<file path="config.mk">
export PLATFORM = sky130hd
export DESIGN_NAME = fpsr_cq_top
export DESIGN_NICKNAME = d
export VERILOG_FILES = /design/src/rtl/fpsr_pkg.sv /design/src/rtl/fpsr_flag_unit.sv /design/src/rtl/fpsr_cmp_unit.sv /design/src/rtl/fpsr_cq_top.sv
export SDC_FILE = /design/constraint.sdc
export NUM_CORES = 1
export LEC_CHECK = 0
export ABC_AREA = 1
export BUFFER_PORTS_ARGS = -buffer_cell sky130_fd_sc_hd__clkbuf_2
export CORE_MARGIN = 2
export CORE_UTILIZATION = 46
export DETAILED_ROUTE_END_ITERATION = 10
export HOLD_SLACK_MARGIN = 0.06
export PLACE_DENSITY = 0.79
export SYNTH_ARGS = -nofsm -noshare
export SYNTH_HDL_FRONTEND = slang
export SYNTH_SLANG_ARGS = --single-unit
</file>
<file path="constraint.sdc">
create_clock -name clk -period 1.5 [get_ports clk]
set_clock_uncertainty 0.05 [all_clocks]
set_input_delay 0.45 -clock clk [delete_from_list [all_inputs] [get_ports clk]]
set_output_delay 0.45 -clock clk [all_outputs]
set_load 0.1 [all_outputs]
</file>
<file path="src/rtl/fpsr_pkg.sv">
package fpsr_pkg;
  localparam int STAT_W   = 32;
  localparam int FLAG_W   = 5;
  localparam int FLAG_LSB = 27;
  localparam int EN_LSB   = 0;
  localparam int FTZ_BIT  = 5;
  localparam int RM_LSB   = 9;
  localparam int RM_W     = 2;
  localparam int PRIM_BIT = 26;
  localparam int Q_TOP    = 21;
  localparam int Q_DEPTH  = 10;
  localparam int Q_LOW    = Q_TOP - Q_DEPTH;
  localparam int TGT_W    = $clog2(Q_DEPTH + 1);
  localparam int INV_IDX  = 4;

  typedef enum logic [1:0] {
    REL_GT    = 2'd0,
    REL_LT    = 2'd1,
    REL_EQ    = 2'd2,
    REL_UNORD = 2'd3
  } rel_e;
endpackage

</file>
<file path="src/rtl/fpsr_flag_unit.sv">
module fpsr_flag_unit
  import fpsr_pkg::*;
(
  input  logic              op_valid_i,
  input  logic [FLAG_W-1:0] op_flags_i,
  input  logic              cmp_valid_i,
  input  logic              cmp_signal_i,
  input  rel_e              cmp_rel_i,
  input  logic [FLAG_W-1:0] enables_i,
  output logic [FLAG_W-1:0] raised_o,
  output logic              trap_o
);
  logic sig_unord;

  always_comb begin
    sig_unord = cmp_valid_i && cmp_signal_i && (cmp_rel_i == REL_UNORD);
    raised_o  = op_valid_i ? op_flags_i : '0;
    raised_o[INV_IDX] = raised_o[INV_IDX] | sig_unord;
    trap_o    = |(raised_o & enables_i);
  end
endmodule

</file>
<file path="src/rtl/fpsr_cmp_unit.sv">
module fpsr_cmp_unit
  import fpsr_pkg::*;
(
  input  logic [STAT_W-1:0] stat_i,
  input  logic              cmp_valid_i,
  input  rel_e              cmp_rel_i,
  input  logic [FLAG_W-1:0] cmp_mask_i,
  input  logic [TGT_W-1:0]  cmp_target_i,
  output logic [STAT_W-1:0] stat_o
);
  logic               outcome;
  logic [Q_DEPTH-1:0] tgt_hit;

  for (genvar k = 0; k < Q_DEPTH; k++) begin : g_tgt
    assign tgt_hit[k] = (cmp_target_i == TGT_W'(k + 1));
  end

  always_comb begin
    unique case (cmp_rel_i)
      REL_GT:  outcome = cmp_mask_i[4];
      REL_LT:  outcome = cmp_mask_i[3];
      REL_EQ:  outcome = cmp_mask_i[2];
      default: outcome = cmp_mask_i[1];
    endcase
  end

  always_comb begin
    stat_o = stat_i;
    if (cmp_valid_i) begin
      if (cmp_target_i == '0) begin
        stat_o[Q_TOP-1:Q_LOW] = stat_i[Q_TOP:Q_LOW+1];
        stat_o[Q_TOP]         = stat_i[PRIM_BIT];
        stat_o[PRIM_BIT]      = outcome;
      end else begin
        for (int k = 0; k < Q_DEPTH; k++) begin
          if (tgt_hit[k]) stat_o[Q_TOP-k] = outcome;
        end
      end
    end
  end
endmodule

</file>
<file path="src/rtl/fpsr_cq_top.sv">
module fpsr_cq_top
  import fpsr_pkg::*;
(
  input  logic              clk,
  input  logic              rst_n,
  input  logic              sw_we,
  input  logic [STAT_W-1:0] sw_wdata,
  input  logic              op_valid,
  input  logic [FLAG_W-1:0] op_flags,
  input  logic              cmp_valid,
  input  logic [1:0]        cmp_rel,
  input  logic [FLAG_W-1:0] cmp_mask,
  input  logic [TGT_W-1:0]  cmp_target,
  output logic [STAT_W-1:0] status_o,
  output logic [RM_W-1:0]   round_mode,
  output logic              flush_zero,
  output logic              assist_trap
);
  logic [1:0]        rst_sync_q;
  logic              rst_ok;
  logic [STAT_W-1:0] stat_q, stat_d, stat_flag, stat_cmp;
  logic [FLAG_W-1:0] raised;
  logic              trap_d, trap_q, upd_en;
  rel_e              rel;

  always_ff @(posedge clk or negedge rst_n) begin
    if (!rst_n) rst_sync_q <= 2'b00;
    else        rst_sync_q <= {rst_sync_q[0], 1'b1};
  end
  assign rst_ok = rst_sync_q[1];
  assign rel    = rel_e'(cmp_rel);

  fpsr_flag_unit flag_i (
    .op_valid_i  (op_valid),
    .op_flags_i  (op_flags),
    .cmp_valid_i (cmp_valid),
    .cmp_signal_i(cmp_mask[0]),
    .cmp_rel_i   (rel),
    .enables_i   (stat_q[EN_LSB +: FLAG_W]),
    .raised_o    (raised),
    .trap_o      (trap_d)
  );

  always_comb begin
    stat_flag = stat_q;
    stat_flag[FLAG_LSB +: FLAG_W] = stat_q[FLAG_LSB +: FLAG_W] | raised;
  end

  fpsr_cmp_unit cmp_i (
    .stat_i      (stat_flag),
    .cmp_valid_i (cmp_valid),
    .cmp_rel_i   (rel),
    .cmp_mask_i  (cmp_mask),
    .cmp_target_i(cmp_target),
    .stat_o      (stat_cmp)
  );

  always_comb begin
    upd_en = sw_we || op_valid || cmp_valid;
    stat_d = sw_we ? sw_wdata : stat_cmp;
  end

  always_ff @(posedge clk or negedge rst_ok) begin
    if (!rst_ok) begin
      stat_q <= '0;
      trap_q <= 1'b0;
    end else begin
      if (upd_en) stat_q <= stat_d;
      trap_q <= trap_d && !sw_we;
    end
  end

  assign status_o    = stat_q;
  assign round_mode  = stat_q[RM_LSB +: RM_W];
  assign flush_zero  = stat_q[FTZ_BIT];
  assign assist_trap = trap_q;


  sw_load_chk: assert property (@(posedge clk) disable iff (!rst_ok)
    sw_we |=> (status_o == $past(sw_wdata)) && !assist_trap);

  flag_sticky_chk: assert property (@(posedge clk) disable iff (!rst_ok)
    (!sw_we && op_valid) |=>
      ((status_o[FLAG_LSB +: FLAG_W] & $past(op_flags | status_o[FLAG_LSB +: FLAG_W]))
        == $past(op_flags | status_o[FLAG_LSB +: FLAG_W])));

  idle_hold_chk: assert property (@(posedge clk) disable iff (!rst_ok)
    (!sw_we && !op_valid && !cmp_valid) |=> $stable(status_o) && !assist_trap);

  queue_shift_chk: assert property (@(posedge clk) disable iff (!rst_ok)
    (!sw_we && cmp_valid && cmp_target == '0) |=>
      (status_o[Q_TOP-1:Q_LOW] == $past(status_o[Q_TOP:Q_LOW+1])) &&
      (status_o[Q_TOP] == $past(status_o[PRIM_BIT])));

  trap_source_chk: assert property (@(posedge clk) disable iff (!rst_ok)
    assist_trap |-> $past(op_valid || cmp_valid) && !$past(sw_we));
endmodule

</file>
# After elaboration in Yosys (flattened, before gate mapping)
# Index checks and enable logic that the tools add are counted.
word_totals:
  ff_bits: 35
  inputBits: 53
  elab_cells: 82
op_classes:
  eq_ne: 13
  n_mux: 18
  n_bitwise: 3
  n_reduce_logical: 33
ops:
  columns: ["operator", "count"]
  rows:
  - ["$reduce_and A3 Y1", 11]
  - ["$mux W32", 1]
  - ["$reduce_bool A3 Y1", 10]
  - ["$eq A4 B3 Y1 const B", 4]
  - ["$mux W1", 13]
  - ["$eq A4 B4 Y1 const B", 3]
  - ["$mux W11", 1]
  - ["$mux W10", 1]
  - ["$eq A4 B2 Y1 const B", 2]
  - ["$and A5 B5 Y5", 1]
  - ["$mux W5", 1]
  - ["$or A5 B5 Y5", 1]
  - ["$reduce_or A5 Y1", 1]
  - ["$eq A2 B2 Y1 const B", 2]
  - ["$eq A4 B1 Y1 const B", 1]
  - ["$logic_not A4 Y1", 1]
  - ["$reduce_bool A2 Y1", 2]
  - ["$logic_and A1 B1 Y1", 3]
  - ["$pmux W1 S3", 1]
  - ["$eq A2 B1 Y1 const B", 1]
  - ["$logic_not A2 Y1", 1]
  - ["$logic_or A1 B1 Y1", 2]
  - ["$reduce_and A2 Y1", 1]
  - ["$logic_not A1 Y1", 1]
  - ["$or A1 B1 Y1", 1]

# Logic depth before layout (Yosys ltp)
# Gate-level depths: netlist of the first run.
logic_depth:
  ltp_word: 6
  depth_mapped: 8
  ltp_nobuf: 8

# By module
# A second synthesis of the first run with hierarchy kept.
unflattened:
  cells_unflattened: 467
  hier_area_um2: 2962.8
by_module_without_submodules:
  columns: ["module", "instances", "cells_per_inst", "area_per_inst_um2"]
  rows:
  - ["fpsr_cq_top", 1, 284, 2055.7]
  - ["fpsr_cmp_unit", 1, 161, 792.0]
  - ["fpsr_flag_unit", 1, 22, 115.1]

# Worst setup path before layout of the first run
# No wires, ideal clock.
synth_path:
  path_kind: "register -> output"
  from: "reg stat_q[10], in the netlist status_o[10]"
  to: "out status_o[10]"
  t_arrival_ns: 1.340
  t_required_ns: 1.000
  slack_ns: -0.340
  stages_incl_launch_ff: 2
  cell_sequence: "dfrtp_1 -> buf_4"
synth_rtl:
  columns: ["item", "line_no", "rtl"]
  rows:
  - ["start, declared", "fpsr_cq_top.sv:21", "logic [STAT_W-1:0] stat_q, stat_d, stat_flag, stat_cmp;"]
  - ["start signal, assigned", "fpsr_cq_top.sv:68", "if (upd_en) stat_q <= stat_d;"]
  - ["end, declared", "fpsr_cq_top.sv:14", "output logic [STAT_W-1:0] status_o,"]
# No word-level cell between the ends.

# Worst setup path in the final report of the first run
layout_path:
  from: "reg stat_q[5], in the netlist status_o[5]"
  to: "out flush_zero"
layout_rtl:
  columns: ["item", "line_no", "rtl"]
  rows:
  - ["end, declared", "fpsr_cq_top.sv:16", "output logic flush_zero,"]
# No word-level cell between the ends.

==> results.txt, run 1 <==
Final Critical Period: 1.473 ns
number of synthesized register bits: 35
Final period util: 98.22%
leakage power: 1.683 nW
Buf/Inv on CP: 1
Peak Freq: 678.7 MHz
pwr dens: 1135 nW/um2
starting density of the core: 48.01%
max incr delay on CP: 0.51 ns
Vias per Instance: 4.974
core area: 4000 um2
Synth cell types: 24
number of max-cap violations: 0
worst setup path end: flush_zero
Filler Cell Count: 277
Total Power: 3.489 mW
1st-pass router iterations: 4
crit-path leading delay family: flip-flops
pin count of the biggest net entering global routing: 20
Area Overhead vs Synth: 60.00%
Clk Tree Root Cell: clkbuf_8
die width: 68.62 um
CP required: 1.00 ns
initial drt markers: 164
Max VDD drop: 0.0007508 V
GRT Total Usage: 26.23%
port bufs: 88
cell chain of the critical path: buf_12
H-tree Lvls: 2
Worst Setup SP: status_o[5]
Vias: 2079
status: finished clean
CP Capture Type: output pin
clk_lat worst skew: 0.28 ns
Startpoint Class: register
setup TNS: 0 ns
CTS tree: built
Die Y-Extent: 68.62 um
crit path kind: reg2out
die area: 4708 um2
most frequent cells in the layout: 121 x nand2_1, 52 x clkbuf_2, 37 x buf_12
final wirelength: 5359 um
RSZ-0062 raised after global routing: false
Placer Congestion: 0.8741
worst hold path type: reg2async
post-DP HPWL: 4170 um
total CTS buffers: 5
Clock Path Buffers: 2
initial antenna violation count: 0
clk sink count: 35
most common cell after layout, fill and taps aside: nand2_1
share of cells above drive strength 1: 32.07%
FF-to-FF End: status_o[31]
row count: 23
R2R Setup Slk: 0.46 ns
cell count after synthesis: 273
CTS clk-pin slew, worst paths: 0.07 ns
syn_nets: 326
post-route ant nets: 0
area leader, netlist: dfrtp_1
Residual DRC: 0
Mean Syn Cell Area: 7.035 um2
top cells by area, synth: dfrtp_1 46%, nand2_1 24%, nor2_1 6.1%, nand3_1 5.5%, inv_1 4.3%
slowest library cell on the worst path: dfrtp_4
Post-Synthesis Cell Area: 1921 um2
Remaining Overflow, GRT: 0
worst-path maximum fanout: 3
# Post-CTS Setup Buffers: 0
hold violation count in the final report: 0
critical path depth in cells: 1
r2r startpoint: status_o[31]
Top Ports: 89
Final Max Slew Viols: 0
number of global-route vias before repair: 2121
YS warnings: 0
ant diodes: 0
Critical Path AT: 0.97 ns
WL per Instance: 12.82 um
first-pass GRT wire length: 9135 um
sequential share of the synthesized area: 45.60%
top-area cell type share of the netlist area: 45.60%
Final Net Count: 420
Setup violations, final: 0
worst r2r path cells: 3
==> per-stage QoR <==
stage	instances	worst slack, ns	hold slack [ns]	area (um2)	utilization [%]
3_3_place_gp	409	0.09775	0.09155	2982	74.54
2_1_floorplan	273	0.02871	0.1044	1932	-
3_5_place_dp	409	0.03890	0.09201	2982	74.54
5_1_grt	418	0.004814	0.1251	3073	76.82
4_1_cts	418	0.01850	0.1021	3073	76.82
6_report	418	0.02666	0.08976	3073	76.82
==> cells in the mapped netlist <==
master    number
nor3_1         1
dfrtp_1       35
nor2_4         1
or2_2          1
buf_2          5
nand2_2        1
o22ai_1        1
buf_6          2
o21bai_4       1
inv_2          1
conb_1         1
a21oi_1        6
nor2_1        31
clkbuf_1       1
buf_4          5
nand3_1       21
o21ai_0        9
nand2_1      121
nand2_4        1
a31oi_1        2
inv_1         22
o21ai_2        1
nor2_2         2
o21ai_4        1
==> cells by family (layout without fill, tap and decap cells) <==
kind of cell           Yosys count  in the layout  share of synthesized area, %
AND/OR/NAND/NOR                180            180                         37.92
buffers and inverters           36            131                         9.120
other                            1              1                        0.1953
flip-flops                      35             35                         45.60
AO/OA/AOI/OAI                   21             21                         7.167
==> state kept, by name, indices dropped and copies added (netlist names) <==
name         count
rst_sync_q       2
status_o        32
assist_trap      1
==> power breakdown <==
part | switching, mW | internal (mW)
sequential | 0.141 | 1.05
clock | 0.327 | 0.326
combinational | 1.08 | 0.571
==> area by class of cell <==
| class | count | area (um2) | area share, % |
|---|---|---|---|
| timing repair buffer | 100 | 1086 | 35.34 |
| inverter | 23 | 86.33 | 2.809 |
| clock buffer | 7 | 76.32 | 2.484 |
| tap | 50 | 62.56 | 2.036 |
| clock inverter | 1 | 5.005 | 0.1629 |
| multi-input combinational | 202 | 869.6 | 28.30 |
| sequential | 35 | 887.1 | 28.87 |
==> worst reg2reg max path, delay by kind of cell, from the launching register on <==
kind,cells,cell delay (ns)
AO/OA/AOI/OAI,1,0.13
flip-flops,1,0.41
AND/OR/NAND/NOR,1,0.29
buffers and inverters,1,0.05
==> how the worst min path moves through the flow <==
stage / depth (start not counted) / startpoint / slack, ns / to
6_report: 0 / rst_sync_q[1] / 0.09 / status_o[5]
4_1_cts: 0 / rst_sync_q[1] / 0.10 / status_o[5]
2_1_floorplan: 0 / rst_n / 0.10 / rst_sync_q[0]
5_1_grt: 0 / rst_sync_q[1] / 0.13 / status_o[5]
3_5_place_dp: 0 / rst_sync_q[1] / 0.09 / status_o[9]
3_3_place_gp: 0 / rst_sync_q[1] / 0.09 / status_o[5]
==> what timing repair did <==
action,CTS,global route
hold buffers,1,0
hold endpoints to repair,2,0
resized for setup,0,0
==> routing by layer <==
metal / track usage [%] / share of wire (%) / vias up
li1: - / - / 1019
met5: 0 / 0 / -
met1: 28.26 / 38 / 947
met2: 47.96 / 51 / 100
met3: 9.740 / 9.4 / 13
met4: 6.750 / 1.5 / 0
Power figures use the tool's default switching activity.
==> run 2: changes to the inputs <==
--- a/config.mk
+++ b/config.mk
@@ -8,10 +8,10 @@
 export ABC_AREA = 1
 export BUFFER_PORTS_ARGS = -buffer_cell sky130_fd_sc_hd__clkbuf_2
 export CORE_MARGIN = 2
-export CORE_UTILIZATION = 46
+export CORE_UTILIZATION = 50
 export DETAILED_ROUTE_END_ITERATION = 10
 export HOLD_SLACK_MARGIN = 0.06
-export PLACE_DENSITY = 0.79
+export PLACE_DENSITY = 0.85
 export SYNTH_ARGS = -nofsm -noshare
 export SYNTH_HDL_FRONTEND = slang
 export SYNTH_SLANG_ARGS = --single-unit
==> constraint.sdc (replaced) <==
create_clock -name clk -period 1.7 [get_ports clk]
set_clock_uncertainty 0.05 [all_clocks]
set_input_delay 0.255 -clock clk [delete_from_list [all_inputs] [get_ports clk]]
set_output_delay 0.255 -clock clk [all_outputs]
set_load 0.1 [all_outputs]
==> run 2 against run 1 <==
Against the previous run: design area decreased by 19%; critical path depth unchanged; hold slack gained 0.025 ns; setup slack better by 0.21 ns; flip-flop and latch count unchanged.
==> results.txt, run 2 (synthesized netlist as in run 1, its figures left out) <==
status: finished clean
Clk Tree Root Cell: clkbuf_8
Filler Cell Count: 351 (+27%)
starting density of the core: 52.07% (+4.1 points)
Die Y-Extent: 65.98 um (-3.8%)
1st-pass router iterations: 4 (unchanged)
post-route ant nets: 0 (unchanged)
initial drt markers: 107 (-35%)
worst hold path type: in2reg
Clock Path Buffers: 2 (unchanged)
Final Critical Period: 1.459 ns
share of cells above drive strength 1: 30.85% (-1.2 points)
Vias: 1960 (-5.7%)
Final Net Count: 415 (-1.2%)
Setup violations, final: 0 (unchanged)
pin count of the biggest net entering global routing: 29 (+45%)
total CTS buffers: 5 (unchanged)
first-pass GRT wire length: 7679 um (-16%)
H-tree Lvls: 2 (unchanged)
core area: 3689 um2 (-7.8%)
Residual DRC: 0 (unchanged)
most frequent cells in the layout: 121 x nand2_1, 88 x clkbuf_2, 35 x dfrtp_1
max reg flops: 32 (unchanged)
initial antenna violation count: 0 (unchanged)
Inst Count DP: 402 (-1.7%)
Non-Filler Instances: 411 (-1.7%)
hold violation count in the final report: 0 (unchanged)
crit path kind: reg2out
worst rel slew slack: 63.50%
final worst slack: 0.2414 ns (+0.2147 ns)
pre-CTS setup slack: 0.3143 ns (+0.2754 ns)
die width: 65.98 um (-3.8%)
post-DP HPWL: 3466 um (-17%)
crit-path leading delay family: buffers and inverters
cell chain of the critical path: clkbuf_2
WL per Instance: 10.74 um (-16%)
slowest library cell on the worst path: clkbuf_2
Startpoint Class: register
Peak Freq: 685.6 MHz
post_cts resized: 0 (unchanged)
Vias per Instance: 4.769 (-4.1%)
number of global-route vias before repair: 1893 (-11%)
GRT Total Usage: 22.76% (-3.5 points)
Top Ports: 89 (unchanged)
die area: 4353 um2 (-7.5%)
port bufs: 88 (unchanged)
row count: 22 (-4.3%)
CTS tree: built
CP required: 1.39 ns (+0.39 ns)
most common cell after layout, fill and taps aside: nand2_1
CTS clk-pin slew, worst paths: 0.08 ns (about the same)
leakage power: 1.481 nW (-12%)
clk sink count: 35 (unchanged)
worst-path maximum fanout: 3 (unchanged)
slew at the pin closest to its max-slew limit: 0.5499 ns
RSZ-0062 raised after global routing: false
Placer Congestion: 0.8873 (+1.5%)
Area Overhead vs Synth: 29.58%
Buf/Inv on CP: 1 (unchanged)
setup TNS: 0 ns (unchanged)
post-layout util: 67.47% (-9.4 points)
final wirelength: 4415 um (-18%)
pwr dens: 1090 nW/um2 (-4.0%)
CP Capture Type: output pin
Final Max Slew Viols: 0 (unchanged)
number of max-cap violations: 0 (unchanged)
Critical Path AT: 1.15 ns (+0.18 ns)
Max VDD drop: 0.0006041 V (-20%)
Final period util: 85.80%
Remaining Overflow, GRT: 0 (unchanged)
ant diodes: 0 (unchanged)
max incr delay on CP: 0.47 ns (-0.04 ns)
clk_lat worst skew: 0.28 ns (about the same)
-- run 2: final cells by class --
type / count / area, um2 / share of cell area, %
flip-flops and latches: 35 / 875.8 / 35.19
well taps: 48 / 60.06 / 2.413
multi-input cells: 202 / 869.6 / 34.94
clock inverters: 3 / 20.02 / 0.8044
clock buffers: 5 / 68.82 / 2.765
inverters: 23 / 86.33 / 3.469
repair buffers: 95 / 508.0 / 20.41
-- run 2: what timing repair did --
| item | 4_1_cts | 5_1_grt |
|---|---|---|
| hold buffers | 1 | 0 |
| setup buffers | 0 | 0 |
| hold endpoints to repair | 2 | 0 |
-- run 2: where the power goes --
part           switching, mW  total (mW)  leakage, nW  internal [mW]
clock network          0.309       0.594       0.0402          0.285
registers             0.0670       0.989        0.420          0.922
logic                  0.930        1.13         1.02          0.199
-- run 2: path summary, 6_finish.rpt --
path | from | end | slack, ns | cells past startpoint
setup / recovery | status_o[21] | status_o[21] | 0.24 | 1
max in group asynchronous | rst_sync_q[1] | status_o[3] | 0.99 | 1
hold / removal | sw_wdata[23] | status_o[23] | 0.12 | 3
setup reg to reg | status_o[2] | assist_trap | 0.69 | 4
hold reg to reg | rst_sync_q[1] | status_o[21] | 0.14 | 0
min in group asynchronous | rst_sync_q[1] | status_o[21] | 0.14 | 0
-- run 2: per-layer routing --
| metal | GRT usage [%] | wire (um) | vias up |
|---|---|---|---|
| li1 | - | - | 1009 |
| met1 | 26.97 | 1905 | 856 |
| met2 | 38.76 | 2030 | 88 |
| met3 | 5.281 | 422 | 7 |
| met4 | 10.97 | 56 | 0 |
| met5 | 0 | 0 | - |
-- run 2: through the flow --
| step | power [mW] | hold WS [ns] | instance area (um2) |
|---|---|---|---|
| global placement | 2.126 | -0.008081 | 2390 |
| detailed placement | 2.138 | -0.003967 | 2390 |
| floorplan | 1.914 | -0.09059 | 1921 |
| CTS | 2.747 | 0.1007 | 2489 |
| finish | 2.712 | 0.1150 | 2489 |
| global route | 2.852 | 0.1075 | 2489 |
==> run 3: changes to the inputs <==
--- a/config.mk
+++ b/config.mk
@@ -11,7 +11,7 @@
 export CORE_UTILIZATION = 50
 export DETAILED_ROUTE_END_ITERATION = 10
 export HOLD_SLACK_MARGIN = 0.06
-export PLACE_DENSITY = 0.85
+export PLACE_DENSITY = 0.86
 export SYNTH_ARGS = -nofsm -noshare
 export SYNTH_HDL_FRONTEND = slang
 export SYNTH_SLANG_ARGS = --single-unit
==> constraint.sdc (replaced) <==
create_clock -name clk -period 1.7 [get_ports clk]
set_clock_uncertainty 0.05 [all_clocks]
set_input_delay 0.085 -clock clk [delete_from_list [all_inputs] [get_ports clk]]
set_output_delay 0.085 -clock clk [all_outputs]
set_load 0.1 [all_outputs]
==> run 3 against run 2 <==
Against the previous run: utilization up 7.1 points; combinational power up 6%; global-route usage up 4.9 points; via count up 10%; sequential share of layout area down 3.3 points; sequential power about the same; critical path depth up 2; cell count up 6.1%; design area up 11%; largest power group unchanged.
==> results.txt, run 3 (synthesized netlist as in run 1, its figures left out) <==
Final Critical Period: 1.363 ns (-0.09574 ns)
starting density of the core: 52.07% (unchanged)
CP Capture Type: register
Top Ports: 89 (unchanged)
worst rel slew slack: 63.37% (-0.13 points)
r2r startpoint: status_o[29]
cell chain of the critical path: a21oi_1 > o21ai_0 > dlygate4sd3_1
Sw Ratio: 45.88% (-2.3 points)
crit path kind: reg2reg
row count: 22 (unchanged)
RSZ-0062 raised after global routing: false
FF-to-FF End: status_o[29]
number of max-cap violations: 0 (unchanged)
total CTS buffers: 5 (unchanged)
Filler Cell Count: 265 (-25%)
worst-path maximum fanout: 2 (-1)
worst r2r path cells: 3 (-1)
clk_lat worst skew: 0.29 ns (about the same)
clock power share: 25.7% (+3.8 points)
Max VDD drop: 0.0006819 V (+13%)
max incr delay on CP: 0.58 ns (+0.11 ns)
Placer Congestion: 0.7944 (-10%)
Logic pwr share: 40.7% (-0.9 points)
Critical Path AT: 1.48 ns (+0.33 ns)
die area: 4353 um2 (unchanged)
Vias per Instance: 4.954 (+3.9%)
Final Net Count: 440 (+6.0%)
ant diodes: 0 (unchanged)
H-tree Lvls: 2 (unchanged)
final wirelength: 5686 um (+29%)
max reg flops: 32 (unchanged)
Hold Path Cell Cnt: 5 (+2)
hold endpoint: status_o[13]
crit-path leading delay family: buffers and inverters
initial antenna violation count: 0 (unchanged)
Area Overhead vs Synth: 43.19%
Startpoint Class: register
final worst slack: 0.3371 ns (+0.09574 ns)
core area: 3689 um2 (unchanged)
share of cells above drive strength 1: 28.87% (-2.0 points)
Peak Freq: 733.7 MHz (+7.0%)
1st-pass router iterations: 4 (unchanged)
most frequent cells in the layout: 121 x nand2_1, 88 x clkbuf_2, 35 x dfrtp_1
status: finished clean
hold violation count in the final report: 0 (unchanged)
post-DP HPWL: 3591 um (+3.6%)
R2R Setup Slk: 0.34 ns (-0.35 ns)
CP required: 1.82 ns (+0.43 ns)
first-pass GRT wire length: 9101 um (+19%)
Sequential Power Share: 33.6% (-2.9 points)
Clk Tree Root Cell: clkbuf_8
Remaining Overflow, GRT: 0 (unchanged)
Final period util: 80.17% (-5.6 points)
number of global-route vias before repair: 2068 (+9.2%)
slew at the pin closest to its max-slew limit: 0.5518 ns (+0.001987 ns)
pin count of the biggest net entering global routing: 32 (+10%)
CTS clk-pin slew, worst paths: 0.08 ns (about the same)
WL per Instance: 13.04 um (+21%)
post_cts resized: 0 (unchanged)
HP Start: sw_wdata[13]
CTS tree: built
Vias: 2160 (+10%)
worst hold path type: in2reg
Die Y-Extent: 65.98 um (unchanged)
leakage power: 1.597 nW (+7.8%)
Final Max Slew Viols: 0 (unchanged)
NetSw: 1.352 mW (+3.5%)
Buf/Inv on CP: 1 (unchanged)
port bufs: 88 (unchanged)
most common cell after layout, fill and taps aside: nand2_1
internal power: 1.595 mW (+13%)
Residual DRC: 0 (unchanged)
Setup violations, final: 0 (unchanged)
pre-CTS setup slack: 0.4882 ns (+0.1739 ns)
clk sink count: 35 (unchanged)
die width: 65.98 um (unchanged)
pwr dens: 1072 nW/um2 (-1.6%)
initial drt markers: 129 (+21%)
post-route ant nets: 0 (unchanged)
slowest library cell on the worst path: dlygate4sd3_1
Clock Path Buffers: 2 (unchanged)
GRT Total Usage: 27.69% (+4.9 points)
setup TNS: 0 ns (unchanged)
==> run 3: worst max path at each step <==
stage | start | end | depth (start not counted)
finish | status_o[29] | status_o[29] | 3
global route | status_o[29] | status_o[29] | 3
CTS | status_o[26] | status_o[26] | 1
detailed placement | cmp_target[0] | status_o[18] | 7
global placement | cmp_target[0] | status_o[12] | 7
floorplan | status_o[10] | status_o[10] | 1
==> run 3: final cells by class <==
type | count | area [um2] | area share (%)
inverter | 23 | 86.33 | 3.139
timing repair buffer | 120 | 745.7 | 27.12
clock buffer | 5 | 68.82 | 2.502
clock inverter | 3 | 43.79 | 1.592
tap | 48 | 60.06 | 2.184
sequential | 35 | 875.8 | 31.85
multi-input combinational | 202 | 869.6 | 31.62
==> run 3: worst reg2reg max path: stages, from the launching register on <==
cell and delay, ns:
dfrtp_1 0.40, a21oi_1 0.11, o21ai_0 0.11, dlygate4sd3_1 0.58
==> run 3: timing repair <==
action | 4_1_cts | 5_1_grt
endpoints found under the hold margin | 23 | 0
hold buffers | 26 | 0
setup buffers | 0 | 0
==> run 3: layer usage <==
| layer | part of all wire, % | vias up | track usage [%] |
|---|---|---|---|
| li1 | - | 1059 | - |
| met3 | 8.9 | 10 | 7.836 |
| met1 | 41 | 970 | 33.66 |
| met4 | 1.3 | 0 | 8.418 |
| met2 | 48 | 121 | 47.60 |
| met5 | 0 | - | 0 |
==> run 3: power groups by stage <==
stage	Clock, mW	Combinational (mW)	Sequential [mW]
after floorplan	0	0.272	1.64
after global routing	0.812	1.26	0.999
after global placement	0	1.12	0.999
after CTS	0.769	1.19	0.987
after detailed placement	0	1.14	1.00
final	0.758	1.20	0.991
==> run 3: stage by stage <==
stage,total power [mW],std cells,cell area [um2],utilization (%),hold slack [ns]
6_report,2.948,436,2750,74.56,0.07325
4_1_cts,2.945,436,2750,74.56,0.06583
3_3_place_gp,2.122,402,2377,64.45,-0.1787
5_1_grt,3.071,436,2750,74.56,0.09119
3_5_place_dp,2.140,402,2377,64.45,-0.1749
2_1_floorplan,1.914,273,1921,-,-0.2606
